$ cat config.mk
export PLATFORM = sky130hd
export DESIGN_NAME = rx_trigger_fifo
export DESIGN_NICKNAME = d
export VERILOG_FILES = /design/src/rtl/rxfifo_pkg.sv /design/src/rtl/rxfifo_ctrl.sv /design/src/rtl/rxfifo_store.sv /design/src/rtl/rx_trigger_fifo.sv
export SDC_FILE = /design/constraint.sdc
export NUM_CORES = 1
export LEC_CHECK = 0
export CAP_MARGIN = 20
export CORE_MARGIN = 8
export CORE_UTILIZATION = 25
export CTS_BUF_LIST = sky130_fd_sc_hd__clkbuf_2 sky130_fd_sc_hd__clkbuf_4 sky130_fd_sc_hd__clkbuf_8
export CTS_CLUSTER_DIAMETER = 40
export CTS_CLUSTER_SIZE = 16
export DETAILED_ROUTE_END_ITERATION = 12
export PLACE_DENSITY_LB_ADDON = 0.2
export SETUP_SLACK_MARGIN = 0.02
export SLEW_MARGIN = 10
export SYNTH_ARGS = -nofsm -noshare
export SYNTH_HDL_FRONTEND = slang
export SYNTH_SLANG_ARGS = --single-unit
export TNS_END_PERCENT = 50
$ cat constraint.sdc
create_clock -name clk -period 3.81 [get_ports clk]
set_clock_uncertainty 0.15 [all_clocks]
set_input_delay 0.5715 -clock clk [delete_from_list [all_inputs] [get_ports clk]]
set_output_delay 0.5715 -clock clk [all_outputs]
set_load 0.01 [all_outputs]
$ cat src/rtl/rxfifo_pkg.sv
package rxfifo_pkg;

  // Strobes issued by the control unit to the storage datapath.
  typedef struct packed {
    logic push;
    logic pop;
    logic clear;
    logic hasData;
  } fifoStrobes_t;

  // Encoded, non-linear trigger thresholds.
  function automatic int trigFromSel(input logic [1:0] sel);
    case (sel)
      2'd0:    return 1;
      2'd1:    return 4;
      2'd2:    return 8;
      default: return 14;
    endcase
  endfunction

endpackage

$ cat src/rtl/rxfifo_ctrl.sv
module rxfifo_ctrl
  import rxfifo_pkg::*;
#(
  parameter int DEPTH = 16,
  localparam int CNT_W = $clog2(DEPTH + 1)
) (
  input  logic             clk,
  input  logic             rst_n,
  input  logic             pushValid,
  input  logic             rxEnable,
  input  logic             rxIntEnable,
  input  logic             popReq,
  input  logic             ctrlWrite,
  input  logic [1:0]       ctrlTrigSel,
  input  logic             ctrlFlush,
  output fifoStrobes_t     strobes,
  output logic [CNT_W-1:0] count,
  output logic             dataFull,
  output logic             rxIrq
);

  localparam logic [CNT_W-1:0] FULL_CNT = CNT_W'(DEPTH);
  localparam logic [CNT_W-1:0] ONE_CNT  = CNT_W'(1);

  logic [CNT_W-1:0] trigLevel;
  logic [CNT_W-1:0] nextCount;
  logic             doPush, doPop, doClear;
  logic             flagNext, irqNext, reachTrig;

  assign doClear = ctrlWrite && ctrlFlush;
  assign doPush  = pushValid && rxEnable && (count < FULL_CNT) && !doClear;
  assign doPop   = popReq && (count != '0) && !doClear;

  assign strobes.push    = doPush;
  assign strobes.pop     = doPop;
  assign strobes.clear   = doClear;
  assign strobes.hasData = (count != '0);

  always_comb begin
    nextCount = count;
    if (doPush) nextCount = nextCount + ONE_CNT;
    if (doPop)  nextCount = nextCount - ONE_CNT;
  end

  assign reachTrig = (nextCount >= trigLevel);

  always_comb begin
    flagNext = dataFull;
    if (doClear)               flagNext = 1'b0;
    else if (doPush && doPop)  flagNext = reachTrig;
    else if (doPush)           flagNext = dataFull | reachTrig;
    else if (doPop)            flagNext = dataFull & reachTrig;
  end

  always_comb begin
    irqNext = rxIrq;
    if (doPush && reachTrig) irqNext = 1'b1;
    if (doClear || !rxIntEnable || !flagNext) irqNext = 1'b0;
  end

  always_ff @(posedge clk or negedge rst_n) begin
    if (!rst_n) begin
      count     <= '0;
      dataFull  <= 1'b0;
      rxIrq     <= 1'b0;
      trigLevel <= ONE_CNT;
    end else begin
      count    <= doClear ? '0 : nextCount;
      dataFull <= flagNext;
      rxIrq    <= irqNext;
      if (ctrlWrite) trigLevel <= CNT_W'(trigFromSel(ctrlTrigSel));
    end
  end

endmodule

$ cat src/rtl/rxfifo_store.sv
module rxfifo_store
  import rxfifo_pkg::*;
#(
  parameter int DEPTH  = 16,
  parameter int DATA_W = 8,
  localparam int PTR_W = $clog2(DEPTH)
) (
  input  logic              clk,
  input  logic              rst_n,
  input  fifoStrobes_t      strobes,
  input  logic [DATA_W-1:0] pushData,
  output logic [DATA_W-1:0] popData
);

  localparam logic [PTR_W-1:0] LAST_PTR = PTR_W'(DEPTH - 1);

  logic [DATA_W-1:0] mem [DEPTH];
  logic [PTR_W-1:0]  headPtr, tailPtr;

  function automatic logic [PTR_W-1:0] bump(input logic [PTR_W-1:0] p);
    return (p == LAST_PTR) ? '0 : p + PTR_W'(1);
  endfunction

  always_ff @(posedge clk or negedge rst_n) begin
    if (!rst_n) begin
      headPtr <= '0;
      tailPtr <= '0;
    end else if (strobes.clear) begin
      headPtr <= '0;
      tailPtr <= '0;
    end else begin
      if (strobes.push) headPtr <= bump(headPtr);
      if (strobes.pop)  tailPtr <= bump(tailPtr);
    end
  end

  always_ff @(posedge clk) begin
    if (strobes.push) mem[headPtr] <= pushData;
  end

  assign popData = strobes.hasData ? mem[tailPtr] : '0;

endmodule

$ cat src/rtl/rx_trigger_fifo.sv
module rx_trigger_fifo
  import rxfifo_pkg::*;
#(
  parameter int DEPTH  = 16,
  parameter int DATA_W = 8,
  localparam int CNT_W = $clog2(DEPTH + 1)
) (
  input  logic              clk,
  input  logic              rst_n,
  input  logic              pushValid,
  input  logic [DATA_W-1:0] pushData,
  input  logic              rxEnable,
  input  logic              rxIntEnable,
  input  logic              popReq,
  output logic [DATA_W-1:0] popData,
  input  logic              ctrlWrite,
  input  logic [1:0]        ctrlTrigSel,
  input  logic              ctrlFlush,
  output logic [CNT_W-1:0]  count,
  output logic              dataFull,
  output logic              rxIrq
);

  fifoStrobes_t strobes;

  rxfifo_ctrl #(.DEPTH(DEPTH)) u_ctrl (
    .clk         (clk),
    .rst_n       (rst_n),
    .pushValid   (pushValid),
    .rxEnable    (rxEnable),
    .rxIntEnable (rxIntEnable),
    .popReq      (popReq),
    .ctrlWrite   (ctrlWrite),
    .ctrlTrigSel (ctrlTrigSel),
    .ctrlFlush   (ctrlFlush),
    .strobes     (strobes),
    .count       (count),
    .dataFull    (dataFull),
    .rxIrq       (rxIrq)
  );

  rxfifo_store #(.DEPTH(DEPTH), .DATA_W(DATA_W)) u_store (
    .clk      (clk),
    .rst_n    (rst_n),
    .strobes  (strobes),
    .pushData (pushData),
    .popData  (popData)
  );

endmodule

==> impl_metrics.py <==
metrics = {
    "finish": {
        "n_antenna_cell": 0,
        "final_nets": 421,
        "drive_above_1_share_pct": 15.1,
        "areaGrowthSynthToFinish_pct": 17.7,
        "utilization_pct": 29.8,
    },
    "logic_synthesis": {
        "synth_cell_types": 41,
        "async_flop_share_pct": 12.9,
        "syn-mean-instance-area_um2": 18.3,
        "ys_warn_count": 0,
        "syn_nets": 376,
        "synth_flop_cell": "edfxtp_1",
        "synth_cells": 346,
        "synth_seq_cells": 147,
        "ys_seq_area_share_pct": 68.4,
        "synth_area_um2": 6320,
        "synth_edf_count": 128,
    },
    "clocking": {
        "clk_pin_slew_ns": 0.08,
        "clkSinkCount": 147,
        "cts_made_buffers": 17,
        "cts_resized": 0,
        "postCtsSetupBuffers": 0,
        "root_buffer": "clkbuf_8",
        "insertion_delay_ns": 0.44,
        "clock_path_buffers": 2,
        "htree_levels": 4,
        "holdBufCountCts": 0,
        "cts_tree": "built",
    },
    "timing": {
        "min_period_ns": 3.66,
        "report.final.slew_viol_count": 0,
        "max_freq_mhz": 273,
        "hold_violations": 0,
        "fin_setup_tns_ns": 0,
        "tightest_slew_ns": 0.945,
        "post-route-period-util_pct": 96.2,
        "setup_violations": 0,
        "slew-limit-headroom_pct": 36.8,
        "rsz0062_at_grt": "false",
    },
    "worst_hold_path": {
        "hp-class": "reg2reg",
        "hold_depth": 2,
    },
    "status": {
        "status": "completed",
    },
    "detailed_routing": {
        "drt_wl_total_um": 13200,
        "drtAntennaViolNets": 0,
        "drtPass1Iterations": 4,
        "via_count": 3147,
        "first_iter_violations": 189,
        "drcViolationCount": 0,
        "drt-vias-per-instance": 4.29,
        "routedWlPerCell_um": 18.0,
    },
    "grt": {
        "grt_use_total_pct": 8.94,
        "grt_pass1_wl_um": 20300,
        "grt_max_degree": 38,
        "grt_pass1_vias": 3254,
        "overflow": 0,
        "antenna_found_initial": 0,
    },
    "worst_setup_path": {
        "critical_path_class": "reg2out",
        "worstPathArrival_ns": 2.94,
        "start_kind": "flop",
        "required_ns": 3.09,
        "crit_fanout": 37,
        "slowest_delay_ns": 0.66,
        "crit_slowest_cell": "mux4_1",
        "reg2reg_depth": 13,
        "crit_path_end_kind": "output pin",
        "crit_chain": "buf_12 -> mux4_1 -> mux4_2 -> and2_1 -> clkdlybuf4s50_1",
    },
    "place": {
        "globalplace.congestion": 0.739,
        "dp_hpwl_um": 8930,
        "port_buffers": 32,
    },
    "floorplanning": {
        "rows": 58,
        "floorplan.die.height_um": 175,
        "die_area_um2": 30600,
        "die_x_um": 175,
        "initial_core_util_pct": 25.3,
        "core_um2": 25000,
        "pin_count": 33,
    },
    "power": {
        "ir_drop_mv": 0.218,
        "power-per-cell-area_nw_per_um2": 617,
        "p_leak_nw": 2.44,
    },
    "flow_run": {
        "maxCapViolCount": 0,
    },
}
-- registers in the layout, summed over array words and instances, names as in the netlist --
signal            count
u_ctrl.rxIrq          1
u_store.mem         128
u_ctrl.trigLevel      4
u_ctrl.count          5
u_store.tailPtr       4
u_ctrl.dataFull       1
u_store.headPtr       4
-- Yosys cell counts, types with 6 or more instances --
cell type	count	area (um2)
edfxtp_1	128	3840
and2_1	27	169
mux4_1	22	578
nand2_1	22	82.6
dfrtp_1	18	450
mux4_2	18	405
nor2_1	13	48.8
ha_1	12	150
clkbuf_1	10	37.5
o21ai_0	10	50.1
a21oi_1	8	40.0
inv_1	8	30.0
xnor2_1	6	52.6
-- routing by layer --
layer	GRT usage (%)	vias up	share of wire, %
met1	11.7	1624	48
met4	3.39	0	1.2
li1	-	1476	-
met5	0	-	0
met2	14.2	38	48
met3	2.01	9	2.6
-- stage by stage --
step	setup slack (ns)	power [mW]	instances	hold WS, ns	area, um2
2_1_floorplan	0.731	2.88	346	0.126	6320
3_3_place_gp	0.331	3.45	702	0.392	7040
3_5_place_dp	0.219	3.44	702	0.399	7040
4_1_cts	0.108	4.67	733	0.411	7430
5_1_grt	0.0294	4.84	733	0.439	7430
6_report	0.146	4.59	733	0.401	7430
-- report_power, final --
group | internal [mW] | switching [mW] | total, mW | leakage (nW)
Combinational | 0.764 | 0.702 | 1.47 | 0.846
Clock | 0.596 | 0.618 | 1.21 | 0.193
Sequential | 1.82 | 0.0848 | 1.91 | 1.40
-- worst max-delay path, delay by kind of cell, from the launching register on --
kind	cells	cell delay (ns)
AND/OR/NAND/NOR	1	0.18
buffers and inverters	2	0.72
flip-flops	1	0.38
multiplexers	2	1.16
-- cells in the final DEF (no fill, tap or decap), types with 3 or more instances in the layout --
| master | instances |
|---|---|
| nand3_1 | 4 |
| edfxtp_1 | 128 |
| dfrtp_1 | 17 |
| o21ai_0 | 10 |
| clkinv_4 | 5 |
| clkbuf_8 | 17 |
| ha_1 | 12 |
| buf_4 | 7 |
| mux4_1 | 22 |
| and2_1 | 27 |
| clkdlybuf4s50_1 | 32 |
| nand2_1 | 22 |
| nor3_1 | 3 |
| xnor2_1 | 6 |
| inv_1 | 8 |
| mux4_2 | 18 |
| xor2_1 | 5 |
| a21oi_1 | 8 |
| nor2_1 | 13 |
-- worst paths after layout --
check / from / endpoint / slack [ns]
max: u_store.tailPtr[0] / popData[1] / 0.15
min: u_ctrl.trigLevel[2] / u_ctrl.trigLevel[2] / 0.40
max reg2reg: u_ctrl.count[0] / u_ctrl.dataFull / 0.81
min reg2reg: u_ctrl.trigLevel[2] / u_ctrl.trigLevel[2] / 0.40
max in group asynchronous: rst_n / u_store.tailPtr[0] / 2.37
min in group asynchronous: rst_n / u_ctrl.count[2] / 0.51
-- cell type report --
type / instances / area, um2
sequential: 147 / 4320
timing repair buffer: 41 / 413
multi-input combinational: 176 / 1860
tap: 330 / 413
clock buffer: 18 / 241
inverter: 8 / 30.0
clock inverter: 13 / 151
fill: 2483 / 17500
-- kinds of logic (layout without fill, tap and decap cells) --
family          Yosys count  count (layout)  share of synthesized area, %
compound gates           27              27                          2.54
xor+xnor                 11              11                          1.53
fa+ha+maj                12              12                          2.38
buf+inv                  23              80                          2.12
flops                   147             147                          68.4
mux                      43              43                          16.1
simple gates             83              83                          6.99
Power figures use the tool's default switching activity.
